==> src/rtl/qmix_fs4_pkg.sv <==
package qmix_fs4_pkg;
    typedef enum logic [1:0] {
        PH_0 = 2'd0,
        PH_1 = 2'd1,
        PH_2 = 2'd2,
        PH_3 = 2'd3
    } phase_e;

    localparam logic [1:0] MODE_UNITY = 2'b00;

    function automatic phase_e phase_succ(input phase_e p);
        unique case (p)
            PH_0: return PH_1;
            PH_1: return PH_2;
            PH_2: return PH_3;
            PH_3: return PH_0;
        endcase
    endfunction
endpackage

==> src/rtl/qmix_fs4_phase_fsm.sv <==
module qmix_fs4_phase_fsm
    import qmix_fs4_pkg::*;
(
    input  logic   clk,
    input  logic   rst_n,
    input  logic   adv,
    input  logic   sync,
    output phase_e cur_ph,
    output phase_e state_q
);
    phase_e state_d;

    // phase used by the sample presented this cycle
    always_comb begin
        cur_ph = sync ? PH_0 : state_q;
    end

    // transitions: ADVANCE, RESYNC, HOLD
    always_comb begin
        if (adv) begin
            state_d = phase_succ(cur_ph);
        end else if (sync) begin
            state_d = PH_0;
        end else begin
            state_d = state_q;
        end
    end

    always_ff @(posedge clk or negedge rst_n) begin
        if (!rst_n) begin
            state_q <= PH_0;
        end else begin
            state_q <= state_d;
        end
    end
endmodule

==> src/rtl/qmix_fs4_leg.sv <==
module qmix_fs4_leg
    import qmix_fs4_pkg::*;
#(
    parameter int W    = 16,
    parameter bit IS_Q = 1'b0
) (
    input  logic signed [W-1:0] x,
    input  phase_e              ph,
    input  logic                up,
    output logic signed [W:0]   term
);
    logic signed [W:0] pos;
    logic signed [W:0] neg;

    always_comb begin
        pos = {x[W-1], x};
        neg = -pos;
    end

    generate
        if (IS_Q) begin : g_qleg
            always_comb begin
                unique case (ph)
                    PH_1:    term = up ? neg : pos;
                    PH_3:    term = up ? pos : neg;
                    default: term = '0;
                endcase
            end
        end else begin : g_ileg
            always_comb begin
                unique case (ph)
                    PH_0:    term = pos;
                    PH_2:    term = neg;
                    default: term = '0;
                endcase
            end
        end
    endgenerate
endmodule

==> src/rtl/qmix_fs4_satgain.sv <==
module qmix_fs4_satgain #(
    parameter int W = 16
) (
    input  logic signed [W:0]   x,
    input  logic                dbl,
    output logic signed [W-1:0] y
);
    localparam int XW = W + 2;
    localparam logic signed [XW-1:0] HI = {3'b000, {(W-1){1'b1}}};
    localparam logic signed [XW-1:0] LO = {3'b111, {(W-1){1'b0}}};

    logic signed [XW-1:0] ext;
    logic signed [XW-1:0] scaled;

    always_comb begin
        ext    = {x[W], x};
        scaled = dbl ? (ext <<< 1) : ext;
        if (scaled > HI) begin
            y = HI[W-1:0];
        end else if (scaled < LO) begin
            y = LO[W-1:0];
        end else begin
            y = scaled[W-1:0];
        end
    end
endmodule

==> src/rtl/qmix_fs4_upconv.sv <==
module qmix_fs4_upconv
    import qmix_fs4_pkg::*;
#(
    parameter int W = 16
) (
    input  logic                clk,
    input  logic                rst_n,
    input  logic                in_valid,
    input  logic signed [W-1:0] in_i,
    input  logic signed [W-1:0] in_q,
    input  logic                shift_up,
    input  logic [1:0]          mode,
    input  logic                sync,
    output logic                out_valid,
    output logic signed [W-1:0] out_data
);
    phase_e            cur_ph;
    phase_e            state_q;
    logic [1:0]        phase_q;
    logic signed [W:0] term_i;
    logic signed [W:0] term_q;
    logic signed [W:0] merged;
    logic signed [W-1:0] scaled;
    logic              dbl;

    qmix_fs4_phase_fsm u_fsm (
        .clk     (clk),
        .rst_n   (rst_n),
        .adv     (in_valid),
        .sync    (sync),
        .cur_ph  (cur_ph),
        .state_q (state_q)
    );

    qmix_fs4_leg #(.W(W), .IS_Q(1'b0)) u_leg_i (
        .x    (in_i),
        .ph   (cur_ph),
        .up   (shift_up),
        .term (term_i)
    );

    qmix_fs4_leg #(.W(W), .IS_Q(1'b1)) u_leg_q (
        .x    (in_q),
        .ph   (cur_ph),
        .up   (shift_up),
        .term (term_q)
    );

    // even phases come from the in-phase leg, odd phases from the quadrature leg
    always_comb begin
        phase_q = state_q;
        merged  = cur_ph[0] ? term_q : term_i;
        dbl     = (mode != MODE_UNITY);
    end

    qmix_fs4_satgain #(.W(W)) u_gain (
        .x   (merged),
        .dbl (dbl),
        .y   (scaled)
    );

    always_ff @(posedge clk or negedge rst_n) begin
        if (!rst_n) begin
            out_valid <= 1'b0;
            out_data  <= '0;
        end else begin
            out_valid <= in_valid;
            if (in_valid) begin
                out_data <= scaled;
            end
        end
    end
endmodule

==> config.mk <==
export PLATFORM = sky130hd
export DESIGN_NAME = qmix_fs4_upconv
export DESIGN_NICKNAME = d
export VERILOG_FILES = /design/src/rtl/qmix_fs4_pkg.sv /design/src/rtl/qmix_fs4_phase_fsm.sv /design/src/rtl/qmix_fs4_leg.sv /design/src/rtl/qmix_fs4_satgain.sv /design/src/rtl/qmix_fs4_upconv.sv
export SDC_FILE = /design/constraint.sdc
export NUM_CORES = 1
export LEC_CHECK = 0
export BUFFER_PORTS_ARGS = -buffer_cell sky130_fd_sc_hd__buf_2
export CAP_MARGIN = 40
export CORE_MARGIN = 2
export CORE_UTILIZATION = 40
export CTS_BUF_LIST = sky130_fd_sc_hd__clkbuf_4 sky130_fd_sc_hd__clkbuf_8
export CTS_CLUSTER_DIAMETER = 80
export DETAILED_ROUTE_END_ITERATION = 16
export PLACE_DENSITY_LB_ADDON = 0.2
export SLEW_MARGIN = 25
export SYNTH_ARGS = -nofsm -noshare
export SYNTH_HDL_FRONTEND = slang
export SYNTH_HIERARCHICAL = 1
export SYNTH_SLANG_ARGS = --single-unit
==> constraint.sdc <==
create_clock -name clk -period 4 [get_ports clk]
set_input_delay 0.4 -clock clk [delete_from_list [all_inputs] [get_ports clk]]
set_output_delay 0.4 -clock clk [all_outputs]
set_load 0.01 [all_outputs]
==> key figures <==
Outcome
  • Status: complete, no violations

Detailed routing
  • WL/cell: 14.2 um
  • Via density: 5.53
  • Final ANT Viol Nets: 0
  • Drt pass-1 iters: 4
  • Drt drc: 0
  • WL final: 5.73 mm
  • Vias post-DR: 2222
  • Detailed Route Iter0 Violations: 103

Placed design
  • Post-DP HPWL: 4.55 mm
  • Area after DPL: 2720 sq um
  • Dpl ws: 740 ps
  • Port Buf Inserts: 55
  • GPL Wtd Cong: 0.834

Pwr
  • VDD IR max: 0.000200 V
  • Sequential power share: 30.4%
  • PD cells: 334 nW/um^2
  • Sw Ratio: 38.5%
  • Sw Pwr: 356 uW
  • Clock power frac: 14.1%
  • Logic pwr share: 55.5%
  • Lkg Pwr: 0.00116 uW
  • Internal power: 570 uW

Clock network
  • Root buffer cell: clkbuf_8
  • Clk slew on worst S/H paths: 80 ps
  • CTS tree: yes
  • Post-CTS setup buffer count: 0
  • Num Clock Sinks: 19
  • CTS Hold Buffers Added: 0
  • Cts bufs inserted: 3
  • Post_cts resized: 0
  • Longest Clk Path Bufs: 2
  • H-Tree Depth: 1
  • Clk Latency, worst-skew pair: 250 ps

Synth
  • Yosys top cell by area: dfrtp_1
  • Top post-synthesis cells by area: dfrtp_1 19%, mux2_4 12%, xor2_1 7.1%, mux2_2 6.4%, nand3_1 5.7%
  • Synth top area share: 19.4%
  • Syn Area/Cell: 8.79 sq um
  • Yosys reg bits: 19
  • Yosys warning count: 6
  • Number of synthesized flops with an enable pin: 0
  • Syn nets: 320
  • Post-synth top flop: dfrtp_1
  • Asr flop ratio synth: 100%
  • Mapped cell area: 2450 sq um
  • Cell variety after synth: 45
  • Post-synthesis sequential area ratio: 19.4%
  • Cell count after synthesis: 279

STA
  • Final setup fails: 0
  • RSZ-0062 raised after global routing: no
  • Slew Limit Fails: 0
  • Setup TNS: 0 ps
  • Relative slew margins: 52.5%
  • Clock skew: 8.52 ps
  • Period utilization: 74.8%
  • Hold Vio Cnt, Final: 0
  • Tmin final: 2990 ps
  • Peak Freq: 0.334 GHz
  • Worst-margin pin slew: 711 ps
  • Final worst-path setup slack: 1010 ps

Global routing
  • First-pass GRT wire length: 9.28 mm
  • Total congestion overflow: 0
  • Largest net degree at the start of global routing: 34
  • Vias in the first global route: 1975
  • Initial antenna violation count: 0
  • GRT Resource Usage Total: 17.3%

Die
  • Die width: 82.3 um
  • DIE AREA: 6780 sq um
  • CORE AREA: 5920 sq um
  • Initial Utilization: 41.4%
  • Die Y: 82.3 um
  • # IOs: 56
  • Num rows: 28

Flow run
  • Max Cap Violations: 0

Finish
  • Filler cells: 592
  • Area growth, synth to finish: 13.0%
  • Multi-input logic area: 1800 sq um
  • Post-route cell area: 2770 sq um
  • Layout cells sized above 1: 36.7%
  • FF/Latch Area: 475 sq um
  • Commonest non-fill, non-tap cell in the layout: buf_2
  • Most frequent cells in the layout: 55 x buf_2, 28 x nand3_1, 21 x nor2_1
  • Diodes inserted: 0
  • Final net count: 369

Critical path
  • Crit Path Category: primary input to register
  • Reg-to-reg critical path startpoint: u_fsm/state_q[0]
  • Startpoint type of the worst setup path: primary input
  • Crit path arrival time: 3140 ps
  • FF-to-FF End: out_data[5]
  • Worst EP required: 4140 ps
  • Worst Setup End Kind: register
  • CP peak stage delay: 530 ps
  • Worst R2R Setup Slack: 1170 ps
  • CP Cell Sequence: buf_2, inv_1, ha_1, or4b_4, o41ai_2, xnor2_1, and2_1, mux2_2, and2_2, a31oi_1, nand3_1, mux2_4
  • CP bufs+invs: 2
  • CP Max Fanout: 17
  • Delay-heaviest family, CP: simple AND/OR/NAND/NOR gates
  • Reg2Reg Depth: 9
  • Worst path slowest cell: or4b_4

Hold path
  • Worst Hold Class: primary input to async pin
-- worst max-delay path by stage --
stage                                 from           end  slack, ps  cells past startpoint
final                              in_q[0]   out_data[5]       1010                     12
after floorplan                       sync  out_data[10]       1060                     11
after global placement             in_q[0]  out_data[11]        770                     12
after CTS                 u_fsm/state_q[1]  out_data[14]        930                      9
after global routing               in_q[9]   out_data[1]        750                     10
after detailed placement           in_q[0]   out_data[5]        740                     12
-- metal layers --
layer | track usage [%] | up-vias | routed length, um
li1 | - | 1125 | -
met1 | 24.7 | 1023 | 2760
met2 | 28.5 | 66 | 2670
met3 | 2.17 | 8 | 236
met4 | 2.33 | 0 | 59
met5 | 0 | - | 0
-- state kept, by name (all words and copies together) (netlist names) --
| signal | flops |
|---|---|
| u_fsm/state_q | 2 |
| out_valid | 1 |
| out_data | 16 |
-- per-stage QoR --
step	std cells	hold slack, ps	total power, uW	util, %
after floorplan	279	104	654	-
after global routing	402	100	1000	46.8
after CTS	401	87.8	934	46.7
after detailed placement	397	367	801	45.9
after global placement	397	359	793	45.9
final	402	72.8	925	46.8
-- logic make-up (layout without fill, tap and decap cells) --
| logic type | after synthesis | in the layout | synth area share [%] |
|---|---|---|---|
| AOI/OAI and AO/OA | 62 | 62 | 18.3 |
| xor gates and xnor gates | 29 | 29 | 10.4 |
| adders and majority gates | 2 | 2 | 1.02 |
| buffers and inverters | 26 | 74 | 7.65 |
| DFF | 19 | 19 | 19.4 |
| muxes | 37 | 37 | 19.9 |
| and+or+nand+nor | 104 | 104 | 23.5 |
-- Yosys cell counts (6+ instances only) --
library cell  number
mux2_2            14
o31ai_1            7
xor2_1            20
a31oi_1           15
clkbuf_1           6
mux2_4            20
inv_1              7
o41ai_2            6
dfrtp_1           19
nor2_1            21
and2_1            13
nand2_1            6
o21ai_0           19
nand3_1           28
xnor2_1            9
-- layout make-up --
| class | instances | share of cell area, % |
|---|---|---|
| Multi-Input combinational cell | 234 | 64.8 |
| Sequential cell | 19 | 17.1 |
| Timing Repair Buffer | 63 | 12.1 |
| Tap cell | 75 | 3.38 |
| Clock buffer | 3 | 1.49 |
| Inverter | 7 | 0.948 |
| Clock inverter | 1 | 0.181 |
-- power by group through the flow --
| stage | registers [uW] | logic [uW] | clock network (uW) |
|---|---|---|---|
| after CTS | 283 | 516 | 135 |
| after global placement | 285 | 508 | 0 |
| after global routing | 290 | 569 | 144 |
| final | 281 | 514 | 131 |
| after floorplan | 310 | 344 | 0 |
| after detailed placement | 287 | 515 | 0 |
No activity file was read; power rests on OpenSTA's default activity.
